## config.mk

```make
export PLATFORM = sky130hd
export DESIGN_NAME = sdram_cmd_tracker
export DESIGN_NICKNAME = d
export VERILOG_FILES = /design/src/rtl/sdram_trk_pkg.sv /design/src/rtl/sdram_bank_fsm.sv /design/src/rtl/sdram_dev_ctrl.sv /design/src/rtl/sdram_cmd_tracker.sv
export SDC_FILE = /design/constraint.sdc
export NUM_CORES = 1
export LEC_CHECK = 0
export BUFFER_PORTS_ARGS = -buffer_cell sky130_fd_sc_hd__clkbuf_2
export CELL_PAD_IN_SITES_DETAIL_PLACEMENT = 0
export CELL_PAD_IN_SITES_GLOBAL_PLACEMENT = 1
export CORE_ASPECT_RATIO = 1.25
export CORE_MARGIN = 3
export CORE_UTILIZATION = 32
export CTS_CLUSTER_SIZE = 16
export DETAILED_ROUTE_END_ITERATION = 6
export GPL_TIMING_DRIVEN = 0
export PLACE_DENSITY_LB_ADDON = 0.1
export SLEW_MARGIN = 10
export SYNTH_ARGS = -nofsm -noshare
export SYNTH_HDL_FRONTEND = slang
export SYNTH_SLANG_ARGS = --single-unit
```

## constraint.sdc

```tcl
create_clock -name clk -period 2.7 [get_ports clk]
set_input_delay 0.27 -clock clk [delete_from_list [all_inputs] [get_ports clk]]
set_output_delay 0.27 -clock clk [all_outputs]
set_load 0.01 [all_outputs]
```

## src/rtl/sdram_trk_pkg.sv

```systemverilog
package sdram_trk_pkg;

    localparam int CNT_W = 4;

    typedef enum logic [2:0] {
        CMD_NOP = 3'd0,
        CMD_ACT = 3'd1,
        CMD_RD  = 3'd2,
        CMD_WR  = 3'd3,
        CMD_PRE = 3'd4,
        CMD_REF = 3'd5,
        CMD_MRS = 3'd6,
        CMD_BST = 3'd7
    } cmd_e;

    typedef enum logic [2:0] {
        BK_IDLE     = 3'd0,
        BK_ACTIVE   = 3'd1,
        BK_READ     = 3'd2,
        BK_WRITE    = 3'd3,
        BK_READ_AP  = 3'd4,
        BK_WRITE_AP = 3'd5,
        BK_PRECHG   = 3'd6
    } bank_st_e;

    typedef enum logic [3:0] {
        DV_RUN       = 4'd0,
        DV_MODESET   = 4'd1,
        DV_AREF      = 4'd2,
        DV_SREF      = 4'd3,
        DV_SREF_EXIT = 4'd4,
        DV_IDLE_PD   = 4'd5,
        DV_ACT_PD    = 4'd6,
        DV_RD_SUSP   = 4'd7,
        DV_WR_SUSP   = 4'd8
    } dev_st_e;

    typedef struct packed {
        logic act;
        logic rd;
        logic wr;
        logic auto_pre;
        logic pre;
        logic stop;
        logic intr;
    } bank_op_t;

    typedef struct packed {
        logic             full_page;
        logic [CNT_W-1:0] last;
    } burst_cfg_t;

    function automatic logic st_is_open(bank_st_e s);
        return (s == BK_ACTIVE) || (s == BK_READ) || (s == BK_WRITE);
    endfunction

    function automatic logic st_is_burst(bank_st_e s);
        return (s == BK_READ) || (s == BK_WRITE) || (s == BK_READ_AP) || (s == BK_WRITE_AP);
    endfunction

    function automatic logic st_is_wr(bank_st_e s);
        return (s == BK_WRITE) || (s == BK_WRITE_AP);
    endfunction

    function automatic logic mode_ok(logic [2:0] code);
        return (code <= 3'd3) || (code == 3'd7);
    endfunction

    function automatic burst_cfg_t mode_to_cfg(logic [2:0] code);
        burst_cfg_t c;
        c.full_page = (code == 3'd7);
        case (code)
            3'd0:    c.last = CNT_W'(0);
            3'd1:    c.last = CNT_W'(1);
            3'd2:    c.last = CNT_W'(3);
            3'd3:    c.last = CNT_W'(7);
            default: c.last = CNT_W'(0);
        endcase
        return c;
    endfunction

endpackage

```

## src/rtl/sdram_bank_fsm.sv

```systemverilog
module sdram_bank_fsm
    import sdram_trk_pkg::*;
#(
    parameter int ROW_W = 13,
    parameter int TRP   = 2
) (
    input  logic             clk,
    input  logic             rst,
    input  logic             tick,
    input  bank_op_t         op,
    input  logic [ROW_W-1:0] row_in,
    input  burst_cfg_t       cfg,
    output bank_st_e         state,
    output logic [ROW_W-1:0] row
);

    localparam logic [CNT_W-1:0] TRP_LAST = CNT_W'(TRP - 1);

    logic [CNT_W-1:0] cnt, cnt_d;
    logic             fp, fp_d;
    bank_st_e         st_d;

    always_comb begin
        st_d  = state;
        cnt_d = cnt;
        fp_d  = fp;
        if (op.rd || op.wr) begin
            if (op.rd) st_d = op.auto_pre ? BK_READ_AP : BK_READ;
            else       st_d = op.auto_pre ? BK_WRITE_AP : BK_WRITE;
            cnt_d = cfg.last;
            fp_d  = cfg.full_page;
        end else if (op.act) begin
            st_d = BK_ACTIVE;
        end else if (op.pre && st_is_open(state)) begin
            st_d  = BK_PRECHG;
            cnt_d = TRP_LAST;
        end else if (op.stop && (state == BK_READ || state == BK_WRITE)) begin
            st_d = BK_ACTIVE;
        end else if (op.intr && st_is_burst(state)) begin
            if (state == BK_READ_AP || state == BK_WRITE_AP) begin
                st_d  = BK_PRECHG;
                cnt_d = TRP_LAST;
            end else begin
                st_d = BK_ACTIVE;
            end
        end else begin
            case (state)
                BK_READ, BK_WRITE, BK_READ_AP, BK_WRITE_AP: begin
                    if (!fp) begin
                        if (cnt == '0) begin
                            if (state == BK_READ || state == BK_WRITE) begin
                                st_d = BK_ACTIVE;
                            end else begin
                                st_d  = BK_PRECHG;
                                cnt_d = TRP_LAST;
                            end
                        end else begin
                            cnt_d = cnt - 1'b1;
                        end
                    end
                end
                BK_PRECHG: begin
                    if (cnt == '0) st_d = BK_IDLE;
                    else           cnt_d = cnt - 1'b1;
                end
                default: ;
            endcase
        end
    end

    always_ff @(posedge clk) begin
        if (rst) begin
            state <= BK_IDLE;
            cnt   <= '0;
            fp    <= 1'b0;
            row   <= '0;
        end else if (tick) begin
            state <= st_d;
            cnt   <= cnt_d;
            fp    <= fp_d;
            if (op.act) row <= row_in;
        end
    end

endmodule

```

## src/rtl/sdram_dev_ctrl.sv

```systemverilog
module sdram_dev_ctrl
    import sdram_trk_pkg::*;
#(
    parameter int NB   = 4,
    parameter int BA_W = 2,
    parameter int TMRD = 2,
    parameter int TRFC = 4,
    parameter int TXSR = 3
) (
    input  logic            clk,
    input  logic            rst,
    input  logic            cke,
    input  cmd_e            cmd,
    input  logic [BA_W-1:0] ba,
    input  logic            ap_bit,
    input  logic [2:0]      mode_code,
    input  bank_st_e        bank_st [NB],
    output dev_st_e         dev_st,
    output logic            tick,
    output bank_op_t        ops [NB],
    output burst_cfg_t      cfg,
    output logic            illegal
);

    localparam logic [CNT_W-1:0] TMRD_LAST = CNT_W'(TMRD - 1);
    localparam logic [CNT_W-1:0] TRFC_LAST = CNT_W'(TRFC - 1);
    localparam logic [CNT_W-1:0] TXSR_LAST = CNT_W'(TXSR - 1);

    logic             all_idle, any_burst, any_wr;
    logic             cmd_ok;
    logic [2:0]       bl_code;
    logic [CNT_W-1:0] dcnt;
    bank_st_e         sel_st;

    assign sel_st = bank_st[ba];
    assign tick   = (dev_st == DV_RUN) && cke;
    assign cfg    = mode_to_cfg(bl_code);

    always_comb begin
        all_idle  = 1'b1;
        any_burst = 1'b0;
        any_wr    = 1'b0;
        for (int b = 0; b < NB; b++) begin
            if (bank_st[b] != BK_IDLE) all_idle = 1'b0;
            if (st_is_burst(bank_st[b])) any_burst = 1'b1;
            if (st_is_wr(bank_st[b]))    any_wr    = 1'b1;
        end
    end

    always_comb begin
        cmd_ok = 1'b1;
        for (int b = 0; b < NB; b++) ops[b] = '0;
        if (tick) begin
            case (cmd)
                CMD_ACT: begin
                    if (sel_st == BK_IDLE) ops[ba].act = 1'b1;
                    else                   cmd_ok = 1'b0;
                end
                CMD_RD, CMD_WR: begin
                    if (st_is_open(sel_st)) begin
                        for (int b = 0; b < NB; b++) begin
                            if (b == int'(ba)) begin
                                ops[b].rd       = (cmd == CMD_RD);
                                ops[b].wr       = (cmd == CMD_WR);
                                ops[b].auto_pre = ap_bit;
                            end else begin
                                ops[b].intr = 1'b1;
                            end
                        end
                    end else begin
                        cmd_ok = 1'b0;
                    end
                end
                CMD_PRE: begin
                    for (int b = 0; b < NB; b++) ops[b].pre = ap_bit || (b == int'(ba));
                end
                CMD_BST: begin
                    for (int b = 0; b < NB; b++) ops[b].stop = 1'b1;
                end
                CMD_REF: cmd_ok = all_idle;
                CMD_MRS: cmd_ok = all_idle && mode_ok(mode_code);
                default: ;
            endcase
        end
    end

    always_ff @(posedge clk) begin
        if (rst) begin
            dev_st  <= DV_RUN;
            dcnt    <= '0;
            bl_code <= 3'd2;
            illegal <= 1'b0;
        end else begin
            illegal <= 1'b0;
            case (dev_st)
                DV_RUN: begin
                    if (!cke) begin
                        if (cmd == CMD_REF && all_idle) dev_st <= DV_SREF;
                        else if (any_burst)             dev_st <= any_wr ? DV_WR_SUSP : DV_RD_SUSP;
                        else if (all_idle)              dev_st <= DV_IDLE_PD;
                        else                            dev_st <= DV_ACT_PD;
                    end else begin
                        illegal <= !cmd_ok;
                        if (cmd_ok && cmd == CMD_REF) begin
                            dev_st <= DV_AREF;
                            dcnt   <= TRFC_LAST;
                        end else if (cmd_ok && cmd == CMD_MRS) begin
                            dev_st  <= DV_MODESET;
                            dcnt    <= TMRD_LAST;
                            bl_code <= mode_code;
                        end
                    end
                end
                DV_MODESET, DV_AREF, DV_SREF_EXIT: begin
                    illegal <= (cmd != CMD_NOP);
                    if (dcnt == '0) dev_st <= DV_RUN;
                    else            dcnt   <= dcnt - 1'b1;
                end
                DV_SREF: begin
                    if (cke) begin
                        dev_st <= DV_SREF_EXIT;
                        dcnt   <= TXSR_LAST;
                    end
                end
                default: begin
                    if (cke) dev_st <= DV_RUN;
                end
            endcase
        end
    end

endmodule

```

## src/rtl/sdram_cmd_tracker.sv

```systemverilog
module sdram_cmd_tracker
    import sdram_trk_pkg::*;
#(
    parameter int BA_W   = 2,
    parameter int ROW_W  = 13,
    parameter int AP_BIT = 10,
    parameter int TRP    = 2,
    parameter int TMRD   = 2,
    parameter int TRFC   = 4,
    parameter int TXSR   = 3,
    localparam int NB    = 1 << BA_W
) (
    input  logic                clk,
    input  logic                rst,
    input  logic                cke,
    input  logic [2:0]          cmd,
    input  logic [BA_W-1:0]     ba,
    input  logic [ROW_W-1:0]    addr,
    output logic [NB*3-1:0]     bank_state_o,
    output logic [NB*ROW_W-1:0] open_row_o,
    output logic [3:0]          dev_state_o,
    output logic                illegal_o
);

    cmd_e       cmd_c;
    bank_st_e   bank_st [NB];
    bank_op_t   ops     [NB];
    dev_st_e    dev_st;
    burst_cfg_t cfg;
    logic       tick;

    assign cmd_c = cmd_e'(cmd);

    sdram_dev_ctrl #(
        .NB(NB), .BA_W(BA_W), .TMRD(TMRD), .TRFC(TRFC), .TXSR(TXSR)
    ) ctrl_i (
        .clk(clk), .rst(rst), .cke(cke), .cmd(cmd_c), .ba(ba),
        .ap_bit(addr[AP_BIT]), .mode_code(addr[2:0]), .bank_st(bank_st),
        .dev_st(dev_st), .tick(tick), .ops(ops), .cfg(cfg), .illegal(illegal_o)
    );

    for (genvar g = 0; g < NB; g++) begin : g_bank
        logic [ROW_W-1:0] row_q;
        sdram_bank_fsm #(.ROW_W(ROW_W), .TRP(TRP)) bank_i (
            .clk(clk), .rst(rst), .tick(tick), .op(ops[g]), .row_in(addr),
            .cfg(cfg), .state(bank_st[g]), .row(row_q)
        );
        assign bank_state_o[g*3 +: 3]         = bank_st[g];
        assign open_row_o[g*ROW_W +: ROW_W]   = row_q;
    end

    assign dev_state_o = dev_st;

endmodule

```

==> results.yml, run 1 <==
global_routing:
  gr-total-overflow: 0
  grtUsageMet3: 0.0498
  largest_net_degree_at_the_start_of_global_routing: 18
  gr_util_all_layers: 0.235
  grt_pass1_vias: 5968
  met1_usage_in_global_routing: 0.271
  grt_first_pass_wirelength_um: 33200
  gr-max-usage-layer: "met2"
  antenna_found_initial: 0
  grt_use_met2: 0.409
sta:
  relSlewSlack: 0.443
  timing.final.setup_violations: 1
  timing.final.crit_share: 1.00
  worst-slew-pin-transition_ps: 835
  grt_setup_unrepaired: "yes"
  worst_clock_skew_ps: 9.21
  postLayoutSetupSlackWorst_ps: -0.476
  period_minus_slack_ps: 2700
  timing.final.max_slew_violations: 0
  max_freq_mhz: 370
  final-hold-violation-count: 0
floorplan:
  rows: 52
  core_area_mm2: 0.0164
  fp.dieH_um: 152
  die_x_um: 122
  dieArea_mm2: 0.0186
  initial_core_util: 0.331
  pin_count: 90
yosys:
  synth_async_sr_flop_share: 0
  ys.flop_type: "dfxtp_1"
  yosys.area_share.xor_xnor: 0.00968
  seq_area_frac_synth: 0.354
  synth_adder_area_share: 0.0341
  syn-instance-count: 732
  synth_fp_nets: 767
  syn_area_per_cell_um2: 7.41
  yosys.area.top_type: "dfxtp_1"
  combinational_family_with_the_most_area_after_synthesis: "simple AND/OR/NAND/NOR gates"
  ys_warns: 0
  complex_gate_fraction_of_the_synthesized_area: 0.225
  muxShareOfSynthArea: 0.0314
  synth-edff-count: 0
  yosys_register_bits: 96
  share_of_synthesized_cell_area_in_and_or_nand_and_nor_gates: 0.297
  area_share_of_the_leading_cell_type_in_the_synthesized_netlist: 0.354
  syn_area_mm2: 0.00543
  synth.area.top_cells: "dfxtp_1 (35%), nand2_1 (10%), a21oi_1 (7.7%)"
  post_synth_num_cell_types: 67
detailed_routing:
  dr_total_vias: 6111
  drt-total-wl_um: 21600
  ant_nets: 0
  drt_pass1_iterations: 5
  detailed_route_vias_per_instance: 5.61
  routed_wire_length_per_instance_um: 19.9
  remaining_drc_errors: 0
  first_iter_violations: 337
cts:
  numCtsBuffers: 9
  clkLatencyLatePin_ps: 360
  clk_transition_reported_paths_ps: 80
  cts_hold_buffers: 0
  clock_tree.buffer_depth: 2
  number_of_levels_in_the_clock_h_tree: 3
  ctsRootBufferMaster: "clkbuf_16"
  clock_sinks: 96
  tritoncts_clock_tree: "built"
layout:
  fin_nets: 903
  layout-drive-gt1-share: 0.270
  diodes_inserted: 0
  post_layout_cell_count: 1089
  syn_to_final_growth_pct: 33.0
placed_design:
  hpwlAfterDp_um: 15900
  place.gp.congestion: 0.892
  place_inst: 1035
  place.port_buffers: 87
pwr:
  vdd_drop_max_mv: 0.269
  power_report.internal_total_w: 0.00279
  net-switching-power_w: 0.00152
  power_frac_comb: 0.316
  power_frac_clock: 0.322
  seq_power_share: 0.362
  p_leak_nw: 2.74
  power_switching_share: 0.353
  cellPowerDensity_mw_per_mm2: 598
  totalPowerFinal_w: 0.00431
critical_path:
  timing.critical_path.fanout_max: 3
  critPathArrivalTime_ps: 2980
  critical_path_required_ps: 2980
  setup.reg_to_reg.worst_slack_ps: -0.5
  timing.rr.end: "g_bank[1].bank_i.cnt[3]"
  worstRegToRegCells: 7
  cp-end-kind: "flop"
  crit_path_top_delay_cell: "or4_4"
  critical_path.cell_chain: "or4_4, or3_4, or4_4, o311ai_4, nand4_4, or4_4, a21oi_2"
  cp-start-kind: "flop"
  path_common_cell: "or4_4"
  delay_contributed_by_the_slowest_stage_of_the_critical_path_ps: 550
  criticalPathCategory: "flop to flop"
  timing.rr.start: "ctrl_i.dev_st[3]"
hold_path:
  holdPathEnd: "g_bank[1].bank_i.row[7]"
  whs_path_depth: 3
  hp-class: "primary input to flop"
  hold_path.startpoint: "addr[7]"
job:
  cap_viol_max_count: 0
outcome:
  run_status: "finished, violations left"
  violations: "setup timing"
-- cell usage in the layout (no fill, tap or decap), types with 5 or more instances in the layout --
cell,instances
nand2_1,147
clkbuf_2,93
dfxtp_1,84
a21oi_1,81
nor2_1,57
buf_4,40
inv_1,29
clkbuf_1,24
o21ai_0,24
ha_1,14
nand3_1,13
nor3_1,13
nand2b_1,12
clkbuf_16,10
nand4_1,10
or3_1,8
mux2i_1,8
dfxtp_2,8
nor4_4,7
o211ai_1,7
a31oi_1,7
a211oi_1,7
nor2b_1,6
nor3b_1,6
or2_2,6
and3_1,6
nor4_1,6
and2_1,6
buf_6,5
xor2_1,5
o21a_1,5
-- synth_stat cells (3+ instances only) --
| master | count |
|---|---|
| nand2_1 | 150 |
| dfxtp_1 | 96 |
| a21oi_1 | 84 |
| nor2_1 | 62 |
| clkbuf_1 | 38 |
| o21ai_0 | 30 |
| inv_1 | 29 |
| nand3_1 | 17 |
| nor3_1 | 15 |
| nor4_1 | 15 |
| ha_1 | 14 |
| a31oi_1 | 12 |
| nand2b_1 | 12 |
| nand4_1 | 10 |
| a211oi_1 | 8 |
| mux2i_1 | 8 |
| or3_1 | 8 |
| o211ai_1 | 7 |
| and2_1 | 6 |
| and3_1 | 6 |
| nor2b_1 | 6 |
| nor3b_1 | 6 |
| or2_2 | 6 |
| or4_1 | 6 |
| o21a_1 | 5 |
| xor2_1 | 5 |
| a22oi_1 | 4 |
| a311oi_1 | 4 |
| o221ai_1 | 4 |
| o22ai_1 | 4 |
| a211o_1 | 3 |
| mux4_2 | 3 |
| o21bai_1 | 3 |
| o31ai_1 | 3 |
| o32ai_1 | 3 |
-- sequential cells by signal (all words and copies together), names as in the netlist --
name / count
ctrl_i.bl_code: 3
g_bank.bank_i.state: 12
g_bank.bank_i.row: 52
ctrl_i.dev_st: 4
g_bank.bank_i.cnt: 16
ctrl_i.illegal: 1
ctrl_i.dcnt: 4
g_bank.bank_i.fp: 4
-- final cells by class --
cell class | count | area [µm²]
tap | 216 | 270
buffer | 35 | 176
fill | 1745 | 9180
clock buffer | 10 | 239
sequential | 96 | 1950
inverter | 29 | 109
clock inverter | 6 | 73.8
multi-input combinational | 567 | 3630
timing repair buffer | 130 | 773
-- through the flow --
step	setup TNS [ps]	setup slack [ps]	area, µm²	util	hold WS [ps]
final	-0.476	-0.476	7220	0.440	204
after detailed placement	-36650	-667	6160	0.376	446
after global placement	-35980	-904	6150	0.375	438
after floorplan	0	0.950	5450	-	406
after global routing	-428	-77.7	7220	0.440	207
after CTS	-72.7	-52.9	6880	0.420	198
-- critical path, delay by kind of cell (launching register included) --
| kind | cells | cell delay [ps] |
|---|---|---|
| DFF | 1 | 350 |
| AOI/OAI and AO/OA | 2 | 220 |
| and+or+nand+nor | 5 | 2060 |
-- per-layer routing --
metal  up-vias  share of wire
li1       2879              -
met1      2944           0.40
met2       232           0.49
met3        56          0.063
met4         0          0.041
met5         -              0
-- how the worst max path moves through the flow --
| stage | startpoint | end | depth (start not counted) |
|---|---|---|---|
| 3_3_place_gp | g_bank[3].bank_i.state[1] | g_bank[1].bank_i.state[2] | 8 |
| 4_1_cts | g_bank[0].bank_i.state[0] | g_bank[1].bank_i.cnt[3] | 7 |
| 5_1_grt | ctrl_i.dev_st[0] | g_bank[1].bank_i.cnt[3] | 9 |
| 6_report | ctrl_i.dev_st[3] | g_bank[1].bank_i.cnt[3] | 7 |
| 3_5_place_dp | ctrl_i.dev_st[3] | g_bank[1].bank_i.state[2] | 7 |
| 2_1_floorplan | g_bank[1].bank_i.state[2] | g_bank[1].bank_i.cnt[3] | 8 |
-- power groups by stage --
stage	logic, W	registers [W]	clock network [W]
global placement	0.00107	0.00158	0
detailed placement	0.00107	0.00159	0
finish	0.00136	0.00156	0.00139
floorplan	0.000728	0.00159	0
CTS	0.00126	0.00156	0.00142
global route	0.00148	0.00157	0.00149
-- kinds of logic after synthesis --
kind of cell / Yosys count
xor+xnor: 6
flops: 96
compound gates: 195
simple gates: 338
mux: 13
buf+inv: 69
fa+ha+maj: 15
-- timing repair --
item / CTS / global route
gates resized for setup: 60 / 53
endpoints found under the setup margin: 92 / 71
cloned: 1 / 0
setup buffers: 22 / 20
pin swaps: 15 / 18
Note: power is estimated with default switching activity, not from simulation.
==> run 2: changes to the inputs <==
Settings changed: CTS_BUF_LIST set to sky130_fd_sc_hd__clkbuf_8, PLACE_DENSITY_LB_ADDON 0.1 to 0.08, SKIP_CTS_REPAIR_TIMING set to 1.
==> run 2 against run 1 <==
  * The flow still finishes with violations (setup timing)
  * Clock power is 15% lower
  * Critical path depth unchanged
  * Sequential share of layout area grew 0.72 points
  * Worst setup slack got worse by 240 ps
  * Clock skew is 1.5 ps higher
  * Final area decreased by 3.1%
  * Total power down 7.4%
  * Core utilization fell by 1.4 points
==> results.yml, run 2 (synthesis gave the netlist of run 1 again) <==
outcome:
  run_status: "finished, violations left"
  violations: "setup timing"
cts:
  tritoncts_clock_tree: "built"
  numCtsBuffers: 9
  clock_tree.buffer_depth: 2
  clk_transition_reported_paths_ps: 100
  ctsRootBufferMaster: "clkbuf_8"
  clkLatencyLatePin_ps: 380
  clock_sinks: 96
  number_of_levels_in_the_clock_h_tree: 3
floorplan:
  dieArea_mm2: 0.0186
  rows: 52
  initial_core_util: 0.331
  die_x_um: 122
  pin_count: 90
  core_area_mm2: 0.0164
  fp.dieH_um: 152
global_routing:
  largest_net_degree_at_the_start_of_global_routing: 17
  antenna_found_initial: 0
  gr_util_all_layers: 0.223
  grt_pass1_vias: 5544
  grt_first_pass_wirelength_um: 31500
  gr-total-overflow: 0
detailed_routing:
  dr_total_vias: 5992
  drt-total-wl_um: 21300
  ant_nets: 0
  routed_wire_length_per_instance_um: 19.6
  remaining_drc_errors: 0
  first_iter_violations: 328
  detailed_route_vias_per_instance: 5.53
  drt_pass1_iterations: 5
sta:
  timing.final.max_slew_violations: 0
  final-hold-violation-count: 0
  timing.final.crit_share: 1.09
  max_freq_mhz: 340
  finalSetupTns_ps: -1060
  grt_setup_unrepaired: "yes"
  finalHoldWorstSlack_ps: 192
  postLayoutSetupSlackWorst_ps: -241
  worst_clock_skew_ps: 10.7
  relSlewSlack: 0.442
  period_minus_slack_ps: 2940
  timing.final.setup_violations: 10
  worst-slew-pin-transition_ps: 838
critical_path:
  cp-start-kind: "flop"
  timing.critical_path.fanout_max: 8
  critical_path_required_ps: 3000
  critPathArrivalTime_ps: 3240
  cp-end-kind: "flop"
  criticalPathCategory: "flop to flop"
layout:
  post_layout_cell_count: 1084
  diodes_inserted: 0
  n_fill_cell: 1753
  mostFrequentLayoutCells: "nand2_1 (147), clkbuf_2 (93), dfxtp_1 (90)"
  largest-register: "g_bank.bank_i.row"
  layout-drive-gt1-share: 0.250
  final_common_cell: "nand2_1"
  seqCellArea_mm2: 0.00194
  max_ffs_per_register: 52
  reg_top3: "g_bank.bank_i.row: 52 flops, g_bank.bank_i.cnt: 16 flops, g_bank.bank_i.state: 12 flops"
  multiInputGateArea_mm2: 0.00356
  fin_nets: 898
  layout.cell_area.non_filler_mm2: 0.00699
  syn_to_final_growth_pct: 28.9
placed_design:
  place.port_buffers: 87
  hpwlAfterDp_um: 15800
  place_inst: 1035
  place.gp.congestion: 0.931
  dpl-instance-area_mm2: 0.00616
  dpl_worst_slack_ps: -676
pwr:
  p_leak_nw: 2.69
  vdd_drop_max_mv: 0.207
  cellPowerDensity_mw_per_mm2: 571
hold_path:
  hp-class: "primary input to flop"
job:
  cap_viol_max_count: 0
[run 2: cell count changes in the layout (fill, tap and decap cells not counted), moves of 3 or more]
| cell | before | now |
|---|---|---|
| buf_6 | 5 | 1 |
| clkbuf_16 | 10 | 0 |
| clkbuf_8 | 1 | 9 |
| dfxtp_1 | 84 | 90 |
| dfxtp_2 | 8 | 3 |
| nor2_2 | 4 | 1 |
| o21ai_0 | 24 | 27 |
[run 2: worst paths after layout]
kind | from | to | depth (start not counted) | slack [ps]
worst min-delay path | addr[12] | g_bank[3].bank_i.row[12] | 3 | 190
worst min register to register | g_bank[0].bank_i.row[3] | g_bank[0].bank_i.row[3] | 2 | 460
worst max-delay path | g_bank[3].bank_i.state[2] | g_bank[1].bank_i.cnt[3] | 7 | -240
worst max register to register | g_bank[3].bank_i.state[2] | g_bank[1].bank_i.cnt[3] | 7 | -240
[run 2: final cells by class]
class,instances,share of cell area
Multi-Input combinational cell,567,0.509
Inverter,29,0.0156
Tap cell,216,0.0386
Sequential cell,96,0.277
Clock inverter,7,0.0166
Buffer,35,0.0227
Clock buffer,9,0.0177
Timing Repair Buffer,125,0.103
[run 2: power by group]
part / total [W] / switching [W] / leakage, nW / internal [W]
clock network: 0.00118 / 0.000557 / 0.125 / 0.000618
registers: 0.00157 / 0.0000788 / 0.779 / 0.00149
logic: 0.00125 / 0.000776 / 1.78 / 0.000476
total: 0.00399 / 0.00141 / 2.69 / 0.00258
[run 2: metal layers]
| metal | track usage | wire length, µm | vias up |
|---|---|---|---|
| met4 | 0.0952 | 841 | 0 |
| met5 | 0 | 0 | - |
| met1 | 0.268 | 8780 | 2858 |
| met3 | 0.0375 | 1170 | 47 |
| li1 | - | - | 2868 |
| met2 | 0.391 | 10500 | 219 |
[run 2: critical path, stage by stage, from the launching register on]
cell and delay [ps]:
dfxtp_4 400, mux4_2 560, or3_4 420, or4_4 570
o311ai_4 90, nand4_4 140, or4_4 530, a21oi_2 140
[run 2: metrics by stage]
step / utilization / power (W)
finish: 0.427 / 0.00399
global route: 0.427 / 0.00422
CTS: 0.390 / 0.00384
detailed placement: 0.376 / 0.00266
global placement: 0.375 / 0.00265
floorplan: - / 0.00231
==> run 3: changes to the inputs <==
Settings changed: CORE_ASPECT_RATIO 1.25 to not set.
==> run 3 against run 2 <==
  * The flow still finishes with violations (setup timing)
  * Sequential share of layout area decreased by 0.23 points
  * Sequential cell count unchanged
  * Clock skew increased by 3.7 ps
  * Critical path depth unchanged
  * Core utilization increased by 0.87 points
  * Global-route usage decreased by 0.33 points
  * Final cell count decreased by 0.37%
  * Worst hold slack got worse by 18 ps
  * Critical endpoint unchanged
  * Largest cell class unchanged
==> results.yml, run 3 (synthesis gave the netlist of run 1 again) <==
pwr:
  power_report.internal_total_w: 0.00236
  net-switching-power_w: 0.00148
  p_leak_nw: 2.67
  power_switching_share: 0.385
  cellPowerDensity_mw_per_mm2: 543
  vdd_drop_max_mv: 0.300
  seq_power_share: 0.407
  power_frac_comb: 0.336
  totalPowerFinal_w: 0.00384
  power_frac_clock: 0.256
critical_path:
  delay_contributed_by_the_slowest_stage_of_the_critical_path_ps: 600
  worstRegToRegCells: 7
  critical_path.cell_chain: "mux4_2, or3_4, or4_4, o311ai_4, nand4_4, or4_4, a21oi_2"
  cp-end-kind: "flop"
  timing.rr.end: "g_bank[1].bank_i.cnt[3]"
  criticalPathCategory: "flop to flop"
  crit_path_top_delay_cell: "mux4_2"
  worstPathBufferInverterCount: 0
  path_common_cell: "or4_4"
  critical-path-top-delay-family: "simple AND/OR/NAND/NOR gates"
  timing.critical_path.fanout_max: 8
  critPathArrivalTime_ps: 3120
  timing.rr.start: "g_bank[3].bank_i.state[2]"
  timing.critical_path.depth: 7
  cp-start-kind: "flop"
  critical_path_required_ps: 3020
  setup.reg_to_reg.worst_slack_ps: -100
cts:
  clock_sinks: 96
  clock_tree.buffer_depth: 2
  number_of_levels_in_the_clock_h_tree: 3
  clkLatencyLatePin_ps: 390
  clk_transition_reported_paths_ps: 110
  ctsRootBufferMaster: "clkbuf_8"
  numCtsBuffers: 9
  tritoncts_clock_tree: "built"
layout:
  mostFrequentLayoutCells: "nand2_1 (147), clkbuf_2 (92), dfxtp_1 (85)"
  largest-register: "g_bank.bank_i.row"
  layout-drive-gt1-share: 0.272
  max_ffs_per_register: 52
  final_common_cell: "nand2_1"
  reg_top3: "g_bank.bank_i.row: 52 flops, g_bank.bank_i.cnt: 16 flops, g_bank.bank_i.state: 12 flops"
  fin_nets: 894
  diodes_inserted: 0
  syn_to_final_growth_pct: 30.2
sta:
  postLayoutSetupSlackWorst_ps: -103
  timing.final.setup_violations: 5
  final-hold-violation-count: 0
  finalSetupTns_ps: -196
  grt_setup_unrepaired: "yes"
  timing.final.max_slew_violations: 0
  worst_clock_skew_ps: 14.4
  timing.final.crit_share: 1.04
  worst-slew-pin-transition_ps: 864
  relSlewSlack: 0.424
  max_freq_mhz: 357
  period_minus_slack_ps: 2800
floorplan:
  core_area_mm2: 0.0162
  initial_core_util: 0.334
  dieArea_mm2: 0.0186
  die_x_um: 136
  pin_count: 90
  fp.dieH_um: 136
  rows: 46
placed_design:
  hpwlAfterDp_um: 15600
  dpl_worst_slack_ps: -835
  place.port_buffers: 87
  place.gp.congestion: 0.900
detailed_routing:
  first_iter_violations: 552
  dr_total_vias: 6061
  drt-total-wl_um: 21500
  remaining_drc_errors: 0
  ant_nets: 0
  detailed_route_vias_per_instance: 5.61
  drt_pass1_iterations: 6
  routed_wire_length_per_instance_um: 19.9
job:
  cap_viol_max_count: 0
global_routing:
  gr_util_all_layers: 0.220
  grt_use_met2: 0.326
  largest_net_degree_at_the_start_of_global_routing: 19
  grt_pass1_vias: 5269
  gr-total-overflow: 0
  antenna_found_initial: 0
  grt_first_pass_wirelength_um: 31100
  met1_usage_in_global_routing: 0.324
  grtUsageMet3: 0.0252
  gr-max-usage-layer: "met2"
hold_path:
  holdPathEnd: "g_bank[0].bank_i.row[6]"
  whs_path_depth: 3
  hp-class: "primary input to flop"
  hold_path.startpoint: "addr[6]"
outcome:
  violations: "setup timing"
  run_status: "finished, violations left"
[run 3: cell count changes in the layout (fill, tap and decap cells not counted), sizes merged]
cell / previous run / this run
bufinv: 3 / 0
buf: 43 / 39
clkbuf: 126 / 127
inv: 32 / 34
[run 3: how the worst max path moves through the flow]
stage | slack, ps | from | end
after floorplan | 0.9 | g_bank[1].bank_i.state[2] | g_bank[1].bank_i.cnt[3]
after global placement | -850 | ctrl_i.dev_st[3] | g_bank[0].bank_i.row[10]
after detailed placement | -830 | ctrl_i.dev_st[3] | g_bank[0].bank_i.row[9]
after CTS | -890 | ctrl_i.dev_st[3] | g_bank[0].bank_i.row[10]
after global routing | -170 | g_bank[1].bank_i.state[2] | g_bank[1].bank_i.cnt[3]
final | -100 | g_bank[3].bank_i.state[2] | g_bank[1].bank_i.cnt[3]
[run 3: layer usage]
layer / up-vias / routed length (µm)
li1: 2875 / -
met1: 2933 / 9970
met2: 213 / 9600
met3: 40 / 1220
met4: 0 / 731
met5: - / 0
[run 3: layout make-up]
cell class	count	area, µm²
buffer	35	181
sequential	96	1940
inverter	29	109
timing repair buffer	121	718
clock inverter	6	55.1
fill	1695	9170
clock buffer	10	138
multi-input combinational	567	3650
tap	216	270
[run 3: through the flow]
stage	cell area, µm²	utilization	std cells	hold slack [ps]
2_1_floorplan	5450	-	732	406
3_3_place_gp	6150	0.379	1035	439
3_5_place_dp	6150	0.379	1035	444
4_1_cts	6340	0.391	1051	150
5_1_grt	7060	0.435	1080	153
6_report	7060	0.435	1080	174
[run 3: power groups by stage]
stage                     Sequential (W)  Combinational (W)  Clock, W
after CTS                        0.00155            0.00107   0.00101
after floorplan                  0.00159           0.000728         0
after detailed placement         0.00158            0.00106         0
after global placement           0.00158            0.00106         0
after global routing             0.00157            0.00139   0.00107
final                            0.00156            0.00129  0.000983
[run 3: worst register-to-register path: cells and delay by family, from the launching register on]
family / cells / cell delay (ps)
compound gates: 2 / 220
flops: 1 / 400
mux: 1 / 600
simple gates: 4 / 1530
